$ cat src/rtl/fbg_pkg.sv
package fbg_pkg;

    // Field widths of the generator configuration
    localparam int DIV_W      = 16;
    localparam int FRAC_W     = 4;
    localparam int MOD_W      = FRAC_W + 1;

    // Oversampling ratios and the sample counter width derived from them
    localparam int OSR_SLOW   = 16;
    localparam int OSR_FAST   = 8;
    localparam int OSR_CNT_W  = $clog2(OSR_SLOW);

    typedef logic [DIV_W-1:0]     div_t;
    typedef logic [FRAC_W-1:0]    frac_t;
    typedef logic [MOD_W-1:0]     mod_t;
    typedef logic [OSR_CNT_W-1:0] osr_cnt_t;

    // Configuration exactly as presented on the ports
    typedef struct packed {
        div_t  divisor;
        frac_t mul;
        frac_t add;
        logic  fast_osr;
        logic  irda;
    } cfg_raw_t;

    // Configuration after legality resolution
    typedef struct packed {
        div_t  divisor;
        mod_t  modulus;
        frac_t step;
        logic  fast_osr;
    } cfg_eff_t;

    // What the fractional stage does at the end of an integer interval
    typedef enum logic [1:0] {
        ACC_IDLE    = 2'd0,
        ACC_ADVANCE = 2'd1,
        ACC_WRAP    = 2'd2,
        ACC_STALL   = 2'd3
    } acc_op_e;

    function automatic mod_t modulus_of(input frac_t mul);
        return mod_t'(mul) + mod_t'(1);
    endfunction

    function automatic logic add_illegal(input frac_t add, input mod_t modulus);
        return mod_t'(add) >= modulus;
    endfunction

    function automatic osr_cnt_t last_sample(input logic fast_osr);
        return fast_osr ? osr_cnt_t'(OSR_FAST - 1) : osr_cnt_t'(OSR_SLOW - 1);
    endfunction

endpackage

$ cat src/rtl/fbg_cfg_check.sv
module fbg_cfg_check
    import fbg_pkg::*;
(
    input  logic     clk,
    input  logic     rst,
    input  cfg_raw_t raw,
    output cfg_eff_t eff,
    output logic     config_error
);

    logic  osr_conflict;
    logic  add_bad;
    mod_t  modulus;

    always_comb begin
        modulus      = modulus_of(raw.mul);
        add_bad      = add_illegal(raw.add, modulus);
        osr_conflict = raw.fast_osr & raw.irda;

        eff.divisor  = raw.divisor;
        eff.modulus  = modulus;
        eff.step     = add_bad ? '0 : raw.add;
        eff.fast_osr = raw.fast_osr & ~raw.irda;

        config_error = osr_conflict | add_bad;
    end

    // The resolved step must always sit strictly below the modulus
    assert_step_legal_R6: assert property (@(posedge clk) disable iff (rst)
        mod_t'(eff.step) < eff.modulus);

    // Infrared mode can never yield the fast oversampling ratio
    assert_irda_slow_R5: assert property (@(posedge clk) disable iff (rst)
        raw.irda |-> !eff.fast_osr);

endmodule

$ cat src/rtl/fbg_int_div.sv
module fbg_int_div
    import fbg_pkg::*;
(
    input  logic clk,
    input  logic rst,
    input  logic restart,
    input  div_t divisor,
    output logic interval_done
);

    div_t cnt_q;
    div_t cnt_d;
    div_t last;

    always_comb begin
        last          = divisor - div_t'(1);
        interval_done = ~restart & (cnt_q == last);
        if (restart)
            cnt_d = '0;
        else if (interval_done)
            cnt_d = '0;
        else
            cnt_d = cnt_q + div_t'(1);
    end

    always_ff @(posedge clk) begin
        if (rst)
            cnt_q <= '0;
        else
            cnt_q <= cnt_d;
    end

    // While running, the count stays inside the programmed interval
    assert_cnt_in_range_R1: assert property (@(posedge clk) disable iff (rst)
        (!restart && divisor != '0) |-> (cnt_q <= last));

endmodule

$ cat src/rtl/fbg_frac_acc.sv
module fbg_frac_acc
    import fbg_pkg::*;
(
    input  logic  clk,
    input  logic  rst,
    input  logic  restart,
    input  logic  interval_done,
    input  frac_t step,
    input  mod_t  modulus,
    output logic  sample_tick
);

    mod_t    acc_q;
    mod_t    acc_d;
    logic    stall_q;
    logic    stall_d;
    mod_t    sum;
    acc_op_e op;

    always_comb begin
        sum = acc_q + mod_t'(step);
        if (!interval_done)
            op = ACC_IDLE;
        else if (stall_q)
            op = ACC_STALL;
        else if (sum >= modulus)
            op = ACC_WRAP;
        else
            op = ACC_ADVANCE;

        sample_tick = (op == ACC_ADVANCE) | (op == ACC_WRAP);

        acc_d   = acc_q;
        stall_d = stall_q;
        unique case (op)
            ACC_IDLE:    ;
            ACC_STALL:   stall_d = 1'b0;
            ACC_ADVANCE: acc_d   = sum;
            ACC_WRAP: begin
                acc_d   = sum - modulus;
                stall_d = 1'b1;
            end
            default:     ;
        endcase
        if (restart) begin
            acc_d   = '0;
            stall_d = 1'b0;
        end
    end

    always_ff @(posedge clk) begin
        if (rst) begin
            acc_q   <= '0;
            stall_q <= 1'b0;
        end else begin
            acc_q   <= acc_d;
            stall_q <= stall_d;
        end
    end

    // The remainder never reaches the modulus while counting
    assert_acc_bounded_R2: assert property (@(posedge clk) disable iff (rst)
        !restart |-> (acc_q < modulus));

    // A zero step never produces a stretched interval
    assert_no_stretch_R1: assert property (@(posedge clk) disable iff (rst)
        (step == '0 && !restart) |-> !stall_q);

endmodule

$ cat src/rtl/fbg_bit_div.sv
module fbg_bit_div
    import fbg_pkg::*;
(
    input  logic clk,
    input  logic rst,
    input  logic restart,
    input  logic sample_tick,
    input  logic fast_osr,
    output logic bit_tick
);

    osr_cnt_t scnt_q;
    osr_cnt_t scnt_d;
    osr_cnt_t last;

    always_comb begin
        last     = last_sample(fast_osr);
        bit_tick = sample_tick & (scnt_q == last);
        if (restart)
            scnt_d = '0;
        else if (bit_tick)
            scnt_d = '0;
        else if (sample_tick)
            scnt_d = scnt_q + osr_cnt_t'(1);
        else
            scnt_d = scnt_q;
    end

    always_ff @(posedge clk) begin
        if (rst)
            scnt_q <= '0;
        else
            scnt_q <= scnt_d;
    end

    // The sample count never passes the selected ratio
    assert_scnt_bounded_R4: assert property (@(posedge clk) disable iff (rst)
        !restart |-> (scnt_q <= last));

endmodule

$ cat src/rtl/uart_frac_baudgen.sv
module uart_frac_baudgen
    import fbg_pkg::*;
(
    input  logic              clk,
    input  logic              rst,
    input  logic              en,
    input  logic [DIV_W-1:0]  div_int,
    input  logic [FRAC_W-1:0] frac_mul,
    input  logic [FRAC_W-1:0] frac_add,
    input  logic              osr_8x,
    input  logic              irda_mode,
    output logic              sample_tick,
    output logic              bit_tick,
    output logic              config_error
);

    cfg_raw_t raw_now;
    cfg_raw_t raw_q;
    cfg_eff_t eff;
    logic     cfg_moved;
    logic     restart;
    logic     interval_done;

    always_comb begin
        raw_now.divisor  = div_int;
        raw_now.mul      = frac_mul;
        raw_now.add      = frac_add;
        raw_now.fast_osr = osr_8x;
        raw_now.irda     = irda_mode;
    end

    // Previous-cycle copy of the configuration; loaded during reset too,
    // so counting begins at once when reset falls
    always_ff @(posedge clk) begin
        raw_q <= raw_now;
    end

    always_comb begin
        cfg_moved = (raw_now != raw_q);
        restart   = rst | ~en | (div_int == '0) | cfg_moved;
    end

    fbg_cfg_check u_cfg (
        .clk          (clk),
        .rst          (rst),
        .raw          (raw_now),
        .eff          (eff),
        .config_error (config_error)
    );

    fbg_int_div u_div (
        .clk           (clk),
        .rst           (rst),
        .restart       (restart),
        .divisor       (eff.divisor),
        .interval_done (interval_done)
    );

    fbg_frac_acc u_acc (
        .clk           (clk),
        .rst           (rst),
        .restart       (restart),
        .interval_done (interval_done),
        .step          (eff.step),
        .modulus       (eff.modulus),
        .sample_tick   (sample_tick)
    );

    fbg_bit_div u_bit (
        .clk         (clk),
        .rst         (rst),
        .restart     (restart),
        .sample_tick (sample_tick),
        .fast_osr    (eff.fast_osr),
        .bit_tick    (bit_tick)
    );

    assert_bit_needs_sample_R11: assert property (@(posedge clk) disable iff (rst)
        bit_tick |-> sample_tick);

    assert_pulse_width_R11: assert property (@(posedge clk) disable iff (rst)
        (sample_tick && div_int > 16'd1) |=> !sample_tick);

    assert_zero_div_silent_R7: assert property (@(posedge clk) disable iff (rst)
        (div_int == '0) |-> (!sample_tick && !bit_tick));

    assert_disabled_silent_R9: assert property (@(posedge clk) disable iff (rst)
        !en |-> (!sample_tick && !bit_tick));

    assert_change_silent_R8: assert property (@(posedge clk) disable iff (rst)
        ({div_int, frac_mul, frac_add, osr_8x, irda_mode} !=
         $past({div_int, frac_mul, frac_add, osr_8x, irda_mode})) |-> !sample_tick);

    assert_irda_flag_R5: assert property (@(posedge clk) disable iff (rst)
        (osr_8x && irda_mode) |-> config_error);

endmodule

$ cat config.mk
export PLATFORM = sky130hd
export DESIGN_NAME = uart_frac_baudgen
export DESIGN_NICKNAME = d
export VERILOG_FILES = /design/src/rtl/fbg_pkg.sv /design/src/rtl/fbg_cfg_check.sv /design/src/rtl/fbg_int_div.sv /design/src/rtl/fbg_frac_acc.sv /design/src/rtl/fbg_bit_div.sv /design/src/rtl/uart_frac_baudgen.sv
export SDC_FILE = /design/constraint.sdc
export NUM_CORES = 1
export LEC_CHECK = 0
export ABC_AREA = 1
export BUFFER_PORTS_ARGS = -buffer_cell sky130_fd_sc_hd__buf_2
export CORE_ASPECT_RATIO = 1.1
export CORE_MARGIN = 2
export CORE_UTILIZATION = 50
export DETAILED_ROUTE_END_ITERATION = 6
export GPL_TIMING_DRIVEN = 0
export PLACE_DENSITY = 0.69
export SLEW_MARGIN = 20
export SYNTH_ARGS = -nofsm -noshare
export SYNTH_HDL_FRONTEND = slang
export SYNTH_SLANG_ARGS = --single-unit
$ cat constraint.sdc
create_clock -name clk -period 6.1 [get_ports clk]
set_input_delay 0.61 -clock clk [delete_from_list [all_inputs] [get_ports clk]]
set_output_delay 0.61 -clock clk [all_outputs]
set_load 0.005 [all_outputs]
**Yosys cells after proc, flatten, opt, wreduce, memory -nomap -nowiden**

Cells that the tools add are included.

- Equal/unequal tests: 6
- Shift operators: 0
- $mul: 0
- Reduce and logical (&&, ||, !) cells: 6
- Divide/modulo/power cells: 0
- Add/subtract/negate cells: 6
- $lt $le $gt $ge: 2
- Muxes and demuxes: 7
- Bitwise operators: 12

Operators by type and width:

| operator | count |
|---|---|
| 26-bit != test | 1 |
| 16-bit by 1-bit adder with 16-bit output, second input constant | 1 |
| 16-bit equality test | 1 |
| 16-bit zero test | 1 |
| 16-bit by 1-bit subtractor with 16-bit output, second input constant | 1 |
| 5-bit one-hot mux with 2 select lines | 1 |
| 4-bit 2-to-1 mux | 2 |
| 2-bit 2-to-1 mux | 3 |
| 3-bit OR reduction | 2 |
| 4-bit by 1-bit adder with 5-bit output, second input constant | 1 |
| 5-bit by 4-bit adder with 5-bit output | 1 |
| 4-bit by 5-bit greater-or-equal comparator with 1-bit output | 1 |
| 5-bit greater-or-equal comparator | 1 |
| 1-bit OR | 5 |
| 5-bit subtractor | 1 |
| 4-bit by 1-bit adder with 4-bit output, second input constant | 1 |
| 1-bit AND | 4 |
| 2-bit equality test, second input constant | 2 |
| 4-bit equality test | 1 |
| 2-bit nonzero test | 2 |
| 1-bit inverter | 3 |
| 2-bit by 1-bit equality test with 1-bit output, second input constant | 1 |
| 1-bit one-hot mux with 2 select lines | 1 |
| 2-bit OR reduction | 1 |

- Word-level logic and storage cells: 48
- Bits in registers: 52
- Input port bits: 29
- Memory bits (writable): 0
- Output and inout bits: 3
- Latch bits: 0
- Bits in read-only memories: 0
- Memories: 0

**Longest topological paths before layout**

- Depth after elaboration: 12
- Gate-level depth with buffers: 30
- Mapped depth without buffers: 30

**Modules after synthesis**

A second synthesis with hierarchy kept.

- Cells, all modules: 594
- Area, all modules: 3722.3 um^2

Modules (own cells, without submodules):

| module | area each (um^2) | sequential area each (um^2) | times used | cells an instance |
|---|---|---|---|---|
| fbg_int_div | 1348.8 | 320.3 | 1 | 224 |
| uart_frac_baudgen | 1158.6 | 520.5 | 1 | 187 |
| fbg_frac_acc | 664.4 | 120.1 | 1 | 97 |
| fbg_cfg_check | 339.1 | 0.0 | 1 | 54 |
| fbg_bit_div | 211.5 | 80.1 | 1 | 32 |

**Worst setup path after synthesis**

No wires, ideal clock.

- Path type: input to output
- Start: input frac_mul[0]
- End: output sample_tick
- Data required time: 5.490 ns
- Arrival: 4.338 ns
- Cell stages on the path: 27
- Slack: 1.152 ns
- Buffers on the path: 1
- Path through: ha_1 inv_1 ha_1 a21boi_0 o22ai_1 o221ai_1 nand2_1 inv_1 nor2_1 ha_1 inv_1 fa_1 xnor2_1 ha_1 nand2_1 nand2_1 a31oi_1 inv_1 a31oi_1 o21ai_0 nand2_1 nand2_1 nor2_1 nor2_1 ha_1 inv_1 clkbuf_1

- Longest elaborated chain between the ends: 10
- Elaborated cells on any way between the ends: 15
- Classes of those cells: add/sub: 2; order compare: 2; eq/ne: 3; mux: 4; bitwise: 4

RTL lines:

| what | RTL line | text |
|---|---|---|
| start, declared | uart_frac_baudgen.sv:8 | `input logic [FRAC_W-1:0] frac_mul,` |
| 4-bit by 1-bit adder with 5-bit output | fbg_pkg.sv:44 | `return mod_t'(mul) + mod_t'(1);` |
| 4-bit by 5-bit greater-or-equal comparator with 1-bit output | fbg_pkg.sv:48 | `return mod_t'(add) >= modulus;` |
| 4-bit 2-to-1 mux | fbg_cfg_check.sv:22 | `eff.step = add_bad ? '0 : raw.add;` |
| 5-bit by 4-bit adder with 5-bit output | fbg_frac_acc.sv:21 | `sum = acc_q + mod_t'(step);` |
| 5-bit greater-or-equal comparator | fbg_frac_acc.sv:26 | `else if (sum >= modulus)` |
| 2-bit 2-to-1 mux | fbg_frac_acc.sv:26 |  |
| 2-bit 2-to-1 mux | fbg_frac_acc.sv:24 | `else if (stall_q)` |
| 2-bit 2-to-1 mux * | fbg_frac_acc.sv:22 | `if (!interval_done)` |
| 2-bit by 1-bit equality test with 1-bit output / 2-bit equality test (equally long branches) | fbg_frac_acc.sv:31 | `sample_tick = (op == ACC_ADVANCE) \| (op == ACC_WRAP);` |
| 1-bit OR * | fbg_frac_acc.sv:31 |  |
| end, declared | uart_frac_baudgen.sv:12 | `output logic sample_tick,` |

Mark *: on every way between the ends. The rest lies on a longest branch, timed or not.

**Final worst setup path**

Ends and elaborated chain as after synthesis.

==> flow_summary.ini <==
[critical_path]
crit_fanout = 10
crit_arrival_ns = 5.12
worst_setup_path_start_kind = input port
worst_setup_path_end_kind = output pin
critPathKind = input port to output pin
crit_top_cell = inv_1
r2r_slack_ns = 2.63
cpPeakStageDelay_ns = 0.42
critPathRequiredTime_ns = 5.49
slowest_stage = fa_1

[die]
ioPinCount = 32
die_y_um = 89.86
rows = 31
die_x_um = 82.05
coreArea_mm2 = 0.006555
start_util_pct = 51.12
die_area_mm2 = 0.007373

[synthesis]
yosys.area.top_type = dfxtp_1
synth_flop_cell = dfxtp_1
synth_cells = 498
yosysTopAreaCellShare_pct = 31.07
synth.most_common_cell = nand2_1
ys.warnings.count = 0
netlist_top_cells_area = dfxtp_1 31%, nand2_1 15%, inv_1 9.5%
ys_ff_latch = 52
ys_types = 38
synth.avg_cell_area_um2 = 6.728
ys_seq_area_share_pct = 31.07
syn_nets = 545
synth_edf_count = 0
synth_common_cells = 130 x nand2_1, 85 x inv_1, 56 x nor2_1
async_flop_share_pct = 0
synth_area_mm2 = 0.003351

[routing]
ant_nets = 0
wl_met3_um = 199
via_per_inst = 4.829
met2_length_mm = 3.575
wl_met1_mm = 3.285
top_layer = met4
routed_wl_mm = 7.156
dr.pass1.iters = 4
wl_per_cell_um = 11.56
drtIter0Drc = 125
vias = 2989
drt_drc_violations_left = 0

[sta]
timing.fmax_mhz = 174.5
finalCriticalPeriod_ns = 5.731
finalSetupTns_ns = 0
tightest_slew_ns = 0.3065
setup_viol = 0
fin_crit_sh_pct = 93.95
final-max-slew-violation-count = 0
rsz0062_at_grt = false
fin_worst_skew_ns = 0.01556
hold_viol = 0
relSlewSlack_pct = 79.35

[cts]
clockRootBuffer = clkbuf_8
numClockSinks = 52
cts.path.max_buffers = 2
cts_resized = 0
numCtsBuffers = 5
clk-insertion-delay-late_ns = 0.31
postCtsSetupBuffers = 0
postCtsHoldBufs = 0
htree_levels = 2
clk_pin_slew_ns = 0.09
tritoncts = yes

[job]
cap_viol_max_count = 0

[power]
comb_power_share_pct = 18.3
leakage_nw = 1.751
p_sw_mw = 0.2019
power.total_mw = 0.6776
p_seq_share_pct = 52.0
p_sw_share_pct = 29.79
power_density_mw_per_mm2 = 182.4
power_frac_clock_pct = 29.8
irDropWorstVdd_mv = 0.09298
internal_power_mw = 0.4757

[grt]
antenna_found_initial = 0
grt_max_degree = 18
grt_pass1_wl_mm = 12.24
grt_overflow_total = 0
grt_pass1_vias = 2825
grt.total_usage_pct = 20.97

[outcome]
status = finished clean

[placement]
gp_congestion = 0.8190
place.port_buffers = 31
dpl.hpwl_mm = 5.882

[layout]
drive_gt1_share_pct = 14.53
nets = 583
layout.filler_cells = 657
area_delta_synth_final_pct = 10.87
diodes = 0

[hold_path]
hold_path.class = input port to register
-- path summary, 6_finish.rpt --
| check | startpoint | endpoint | cells past startpoint |
|---|---|---|---|
| setup reg to reg | u_acc.acc_q[0] | u_acc.acc_q[4] | 20 |
| hold / removal | irda_mode | raw_q[0] | 1 |
| setup / recovery | frac_mul[0] | sample_tick | 29 |
| hold reg to reg | u_div.cnt_q[0] | u_div.cnt_q[0] | 1 |
-- logic make-up (layout without fill, tap and decap cells) --
family / count (synthesis) / count (layout) / share of synthesized area [%]
AO/OA/AOI/OAI: 44 / 44 / 7.245
flip-flops: 52 / 52 / 31.07
XOR/XNOR: 36 / 36 / 9.410
adder cells (fa/ha/maj): 18 / 18 / 7.170
buffers and inverters: 90 / 129 / 10.64
AND/OR/NAND/NOR: 258 / 258 / 34.47
-- worst max-delay path: cells and delay by family --
family          cells  cell delay (ns)
fa+ha+maj           6             1.87
buf+inv             8             0.91
compound gates      6             0.83
simple gates        8             0.73
xor+xnor            1             0.16
-- cells in the final DEF, fill, tap and decap left out, drive strengths merged, types with 2 or more instances in the layout --
master / synthesis / final
a211oi: 2 / 2
a21oi: 10 / 10
a31oi: 3 / 3
buf: 2 / 33
clkbuf: 2 / 7
clkinvlp: 0 / 2
dfxtp: 52 / 52
fa: 2 / 2
ha: 16 / 16
inv: 86 / 86
nand2: 135 / 135
nand3: 36 / 36
nand4: 4 / 4
nor2: 74 / 74
nor3: 4 / 4
o21ai: 25 / 25
xnor2: 13 / 13
xor2: 23 / 23
-- per-stage QoR --
step / instance area [um^2] / hold slack (ns) / util (%) / worst slack, ns / std cells
3_5_place_dp: 3608 / 0.4537 / 55.05 / 0.1649 / 611
6_report: 3715 / 0.4200 / 56.67 / 0.3691 / 619
3_3_place_gp: 3608 / 0.4429 / 55.05 / 0.2427 / 611
4_1_cts: 3701 / 0.4110 / 56.46 / 0.1361 / 619
5_1_grt: 3715 / 0.4056 / 56.67 / 0.03357 / 619
2_1_floorplan: 3351 / 0.4297 / - / 1.152 / 498
-- power groups by stage --
| stage | logic (mW) | registers (mW) | clock network (mW) |
|---|---|---|---|
| 2_1_floorplan | 0.0820 | 0.359 | 0 |
| 3_3_place_gp | 0.119 | 0.360 | 0 |
| 3_5_place_dp | 0.122 | 0.360 | 0 |
| 4_1_cts | 0.123 | 0.352 | 0.210 |
| 5_1_grt | 0.142 | 0.353 | 0.220 |
| 6_report | 0.124 | 0.352 | 0.202 |
-- flip-flops by register name, summed over array words and instances (netlist names) --
| signal | flops |
|---|---|
| u_acc.acc_q | 5 |
| u_div.cnt_q | 16 |
| u_bit.scnt_q | 4 |
| u_acc.stall_q | 1 |
| raw_q | 26 |
-- final cells by class --
type / instances / area, um^2 / share of cell area [%]
sequential: 52 / 1041 / 28.02
multi-input combinational: 356 / 1966 / 52.91
tap: 82 / 102.6 / 2.762
clock buffer: 5 / 68.82 / 1.852
timing repair buffer: 31 / 155.1 / 4.176
buffer: 4 / 35.03 / 0.9431
clock inverter: 3 / 23.77 / 0.6399
inverter: 86 / 322.8 / 8.690
-- routing by layer --
layer	track usage, %	vias up
met1	26.31	1329
li1	-	1611
met4	5.556	0
met5	0	-
met3	3.815	6
met2	36.18	43
Note: power is estimated with default switching activity, not from simulation.
